$ cat src/rtl/baud_pkg.sv
// Shared types for the baud tick generator.
// Assumes: nothing beyond IEEE 1800-2017.
package baud_pkg;

    // Which enable stream the counter consumes.
    typedef enum logic [1:0] {
        SRC_SLOW = 2'd0,
        SRC_FAST = 2'd1,
        SRC_EXT  = 2'd2
    } src_kind_e;

endpackage

$ cat src/rtl/baud_div_latch.sv
// Divisor latch: two byte-wide halves written through the register window.
// Assumes: write strobe is a single-cycle qualified pulse from the top.
// Presents the value the latch will hold after this edge, for counter reload.
module baud_div_latch #(
    parameter int BYTE_W = 8,
    localparam int LATCH_W = 2 * BYTE_W
) (
    input  logic               clk,
    input  logic               rst_n,
    input  logic               wr_en,
    input  logic               wr_hi,
    input  logic [BYTE_W-1:0]  wr_data,
    output logic [LATCH_W-1:0] latch_q,
    output logic [LATCH_W-1:0] latch_next
);

    // Merge the written byte into the held value.
    always_comb begin
        latch_next = latch_q;
        if (wr_en) begin
            if (wr_hi) latch_next[LATCH_W-1:BYTE_W] = wr_data;
            else       latch_next[BYTE_W-1:0]       = wr_data;
        end
    end

    // Hold the divisor; cleared by reset.
    always_ff @(posedge clk) begin
        if (!rst_n) latch_q <= '0;
        else        latch_q <= latch_next;
    end

endmodule

$ cat src/rtl/baud_src_mux.sv
// Source selector: picks one of three enable streams.
// Assumes: all enables are synchronous to clk and one cycle wide.
// The external selection overrides the internal select bit.
module baud_src_mux
    import baud_pkg::*;
(
    input  logic      ext_sel,
    input  logic      fast_sel,
    input  logic      slow_en,
    input  logic      fast_en,
    input  logic      ext_en,
    output src_kind_e kind,
    output logic      src_en
);

    // Decide which source is active.
    always_comb begin
        if (ext_sel)       kind = SRC_EXT;
        else if (fast_sel) kind = SRC_FAST;
        else               kind = SRC_SLOW;
    end

    // Forward that source's enable.
    always_comb begin
        unique case (kind)
            SRC_FAST: src_en = fast_en;
            SRC_EXT:  src_en = ext_en;
            default:  src_en = slow_en;
        endcase
    end

endmodule

$ cat src/rtl/baud_down_cnt.sv
// Down-counter that emits a registered tick every DIV source enables.
// Assumes: load has priority and suppresses the tick for that cycle.
// A zero divisor parks the counter and keeps the tick low.
module baud_down_cnt #(
    parameter int CNT_W = 15
) (
    input  logic             clk,
    input  logic             rst_n,
    input  logic             run,
    input  logic             load,
    input  logic [CNT_W-1:0] load_val,
    input  logic [CNT_W-1:0] div_val,
    input  logic             src_en,
    output logic             tick
);

    localparam logic [CNT_W-1:0] ONE = CNT_W'(1);

    logic [CNT_W-1:0] cnt_q;
    logic             div_zero;
    logic             at_term;

    // Terminal count and zero-divisor detection.
    assign div_zero = (div_val == '0);
    assign at_term  = (cnt_q <= ONE);

    // Count selected enables, reload and pulse at terminal count.
    always_ff @(posedge clk) begin
        if (!rst_n) begin
            cnt_q <= '0;
            tick  <= 1'b0;
        end else if (load) begin
            cnt_q <= load_val;
            tick  <= 1'b0;
        end else if (run && !div_zero && src_en) begin
            if (at_term) begin
                cnt_q <= div_val;
                tick  <= 1'b1;
            end else begin
                cnt_q <= cnt_q - ONE;
                tick  <= 1'b0;
            end
        end else begin
            tick <= 1'b0;
        end
    end

endmodule

$ cat src/rtl/baud_tick_gen.sv
// Top: dual-source baud tick generator for a 16550-style serial port.
// Assumes: divisor access bit and window strobes come from the register
// decoder; reference clocks arrive as enables in the clk domain.
module baud_tick_gen
    import baud_pkg::*;
#(
    parameter int BYTE_W = 8,
    localparam int LATCH_W = 2 * BYTE_W,
    localparam int CNT_W = LATCH_W - 1
) (
    input  logic               clk,
    input  logic               rst_n,
    input  logic               act_en,
    input  logic               ext_clk_sel,
    input  logic               ref_slow_en,
    input  logic               ref_fast_en,
    input  logic               ext_clk_en,
    input  logic               win_we,
    input  logic               win_addr,
    input  logic [BYTE_W-1:0]  win_wdata,
    input  logic               div_access,
    output logic               tick_x16,
    output logic [LATCH_W-1:0] div_rdata,
    output logic               clk_req
);

    logic               latch_wr;
    logic [LATCH_W-1:0] latch_q;
    logic [LATCH_W-1:0] latch_next;
    src_kind_e          kind;
    logic               src_en;

    // Only window writes with divisor access set reach the latch.
    assign latch_wr  = win_we && div_access;
    assign div_rdata = latch_q;

    baud_div_latch #(.BYTE_W(BYTE_W)) u_latch (
        .clk        (clk),
        .rst_n      (rst_n),
        .wr_en      (latch_wr),
        .wr_hi      (win_addr),
        .wr_data    (win_wdata),
        .latch_q    (latch_q),
        .latch_next (latch_next)
    );

    baud_src_mux u_mux (
        .ext_sel  (ext_clk_sel),
        .fast_sel (latch_q[LATCH_W-1]),
        .slow_en  (ref_slow_en),
        .fast_en  (ref_fast_en),
        .ext_en   (ext_clk_en),
        .kind     (kind),
        .src_en   (src_en)
    );

    baud_down_cnt #(.CNT_W(CNT_W)) u_cnt (
        .clk      (clk),
        .rst_n    (rst_n),
        .run      (act_en),
        .load     (latch_wr),
        .load_val (latch_next[CNT_W-1:0]),
        .div_val  (latch_q[CNT_W-1:0]),
        .src_en   (src_en),
        .tick     (tick_x16)
    );

    // Clock request mirrors activate one cycle later.
    always_ff @(posedge clk) begin
        if (!rst_n) clk_req <= 1'b0;
        else        clk_req <= act_en;
    end

endmodule

$ cat config.mk
export PLATFORM = sky130hd
export DESIGN_NAME = baud_tick_gen
export DESIGN_NICKNAME = d
export VERILOG_FILES = /design/src/rtl/baud_pkg.sv /design/src/rtl/baud_div_latch.sv /design/src/rtl/baud_src_mux.sv /design/src/rtl/baud_down_cnt.sv /design/src/rtl/baud_tick_gen.sv
export SDC_FILE = /design/constraint.sdc
export NUM_CORES = 1
export LEC_CHECK = 0
export ABC_CLOCK_PERIOD_IN_PS = 2800
export BUFFER_PORTS_ARGS = -buffer_cell sky130_fd_sc_hd__buf_2
export CORE_MARGIN = 2
export CORE_UTILIZATION = 54
export DETAILED_ROUTE_END_ITERATION = 12
export GPL_TIMING_DRIVEN = 0
export PLACE_DENSITY = 0.83
export SLEW_MARGIN = 20
export SYNTH_ARGS = -nofsm -noshare
export SYNTH_HDL_FRONTEND = slang
export SYNTH_SLANG_ARGS = --single-unit
$ cat constraint.sdc
create_clock -name clk -period 2.8 [get_ports clk]
set_clock_uncertainty 0.1 [all_clocks]
set_input_delay 0.56 -clock clk [delete_from_list [all_inputs] [get_ports clk]]
set_output_delay 0.56 -clock clk [all_outputs]
set_load 0.02 [all_outputs]
==> summary.md <==
| Metric | Value |
|---|---|
| Status | complete, no violations |
| Drt first pass iters | 4 |
| Initial Utilization | 0.553 |
| Actual slew at the worst max-slew pin | roughly 0.6 ns |
| Fin Setup TNS | 0 ns |
| Critical-path cell list | nor4_1, nand4_1, a21boi_1, clkbuf_1, a2bb2oi_1, o22ai_1 |
| Max frequency | between 400 and 500 MHz |
| Nets | 261 |
| Gate Count Post-Synth | 200 |
| Met1 Track Usage GR | 0.398 |
| Dpl hpwl | 3.51 mm |
| Buf/Inv on CP | 1 |
| Total Routed Length | 4.97 mm |
| Top post-synthesis cells by count | 33 x dfxtp_1, 32 x nor2_1, 31 x mux2i_1, 13 x o22ai_1, 11 x a21oi_1 |
| Total track usage | 0.286 |
| EDFF count, synth | 0 |
| Final core occ | 0.639 |
| M3 GR Usage | 0.0621 |
| Yosys warning count | 0 |
| CTS Hold Buffers Added | 0 |
| Post-synth cell types | 45 |
| Total number of vias | 1,732 |
| TritonCTS clock tree | built |
| Die span in x | just over 60 um |
| Yosys top cell by area | dfxtp_1 |
| Crit path launch type | flop |
| RSZ-0062 raised after global routing | false |
| Clk pin slew, worst setup/hold paths | ~0.10 ns |
| H-tree depth | 2 |
| Ys async rst share | 0 |
| Clock sink count | 33 |
| First-pass GRT wire length | 7.83 mm |
| CP endpoint kind | flop |
| Die area | 0.00384 mm2 |
| Critical Path Fanout Max | 10 |
| Pleak | 1.03 nW |
| Share of the synthesized area in the top cell type | 0.364 |
| Area occupied by multi-input gates | between 0.001 and 0.0015 mm2 |
| Area of the mapped netlist | 0.00182 mm2 |
| Number of global-route vias before repair | 1,603 |
| Cell Pwr Density | 748 mW/mm2 |
| Slew HR | 0.590 |
| Tot Pwr | approximately 1.6 mW |
| Largest cells by area after synthesis | dfxtp_1 36%, mux2i_1 17%, nor2_1 6.6% |
| Synth Register Bits | 33 |
| Layout cells sized above 1 | 0.220 |
| Period utilization | 0.829 |
| Boundary Pins | 36 |
| Fin. Hold Viols | 0 |
| Row cnt | 21 |
| Highest cell delay on the worst timing path | 0.48 ns |
| Sequential area share after synthesis | 0.364 |
| Global route hottest layer | met2 |
| Routed Antenna Nets | 0 |
| Worst-Skew Late Latency | 0.35 ns |
| Max-cap violation count | 0 |
| Root buffer cell | clkbuf_4 |
| Syn nets | 220 |
| Grt met2 use | 0.421 |
| Clk buf depth | 2 |
| Crit path time final | ~2.3 ns |
| Hold Crit Class | in -> reg |
| Primary FF master, synth | dfxtp_1 |
| Overflow after GRT | 0 |
| Starting DRT DRC Count | roughly 70 |
| CP max stage cell | clkbuf_1 |
| Final setup fails | 0 |
| Delay-heaviest family, CP | compound AO/OA/AOI/OAI gates |
| Synth-to-layout area growth | 15.6% |
| Final Max Slew Viols | 0 |
| I/O Buffers | 34 |
| Number of antenna violations at the first check in global routing | 0 |
| Remaining DRCs | 0 |
| CTS Buf Count | 5 |
| Reg area | 661 um2 |
| Maximum vdd drop | 0.377 mV |
| Critical path class | reg -> reg |
| Core ar. | between 0.003 and 0.004 mm2 |
| Largest net degree at the start of global routing | 11 |
| Post-CTS setup buffer count | 0 |
| GPL Wtd Cong | between 0.9 and 1 |
| # diodes | 0 |
| Die Height | 62.0 um |
| Post-Syn Area per Cell | 9.08 um2 |
| Critical Path RT | 2.96 ns |
| Post-CTS sizing | 0 |
| Critical path data arrival time | 2.48 ns |
| Fillers | 314 |
| Via density | 6.03 |
| Count leader, synth | dfxtp_1 |
| Drt wl/cell | 17.3 um |
-- area by class of cell --
class | instances | area share
tap | 46 | 0.0274
clock buffer | 7 | 0.0262
inverter | 4 | 0.00716
timing repair buffer | 34 | 0.0811
sequential | 33 | 0.315
buffer | 13 | 0.0382
multi-input combinational | 150 | 0.505
-- layer usage --
layer	part of all wire	vias up
met5	0	-
met4	0.020	0
met3	0.084	8
met2	0.46	82
met1	0.43	825
li1	-	817
-- worst paths after layout --
| path | startpoint | to | slack, ns | cells past startpoint |
|---|---|---|---|---|
| setup / recovery | u_latch.latch_q[10] | u_cnt.cnt_q[6] | 0.48 | 6 |
| hold / removal | act_en | clk_req | 0.33 | 2 |
| setup reg to reg | u_latch.latch_q[10] | u_cnt.cnt_q[6] | 0.48 | 6 |
| hold reg to reg | u_latch.latch_q[15] | u_latch.latch_q[15] | 0.45 | 2 |
-- stage by stage --
| step | setup slack, ns | hold WS [ns] | instances | instance area [um2] |
|---|---|---|---|---|
| floorplan | 0.699 | 0.397 | 200 | 1820 |
| finish | 0.478 | 0.332 | 287 | 2100 |
| detailed placement | 0.329 | 0.429 | 280 | 2040 |
| global route | 0.300 | 0.340 | 287 | 2100 |
| CTS | 0.504 | 0.327 | 287 | 2100 |
| global placement | 0.295 | 0.440 | 280 | 2040 |
-- cell families (layout without fill, tap and decap cells) --
group           after synthesis  count (layout)  synth area share
compound gates               41              41             0.156
mux                          32              32             0.177
flops                        33              33             0.364
fa+ha+maj                     2               2            0.0138
buf+inv                      17              58            0.0524
xor+xnor                      9               9            0.0434
simple gates                 66              66             0.194
-- registers in the layout (all words and copies together) (netlist names) --
| name | count |
|---|---|
| clk_req | 1 |
| u_cnt.cnt_q | 15 |
| u_cnt.tick | 1 |
| u_latch.latch_q | 16 |
-- layout by cell type, fill, tap and decap left out, types with 2 or more instances in the layout --
master,n
nor4_1,5
clkbuf_1,9
or4_1,2
nand4_1,3
nand2_1,3
ha_1,2
xor2_1,5
a21oi_1,11
clkbuf_4,5
xnor2_1,4
nor2_1,32
nor3_1,6
buf_2,35
inv_1,4
mux2i_1,31
o22ai_1,13
o32ai_1,2
and3_1,2
a2bb2oi_1,6
buf_6,2
dfxtp_1,33
-- power by group --
part | internal [mW] | leakage (nW) | switching (mW)
Sequential | 0.506 | 0.269 | 0.0491
Combinational | 0.343 | 0.727 | 0.388
Clock | 0.118 | 0.0314 | 0.166
Total | 0.967 | 1.03 | 0.603
Note: power is estimated with default switching activity, not from simulation.
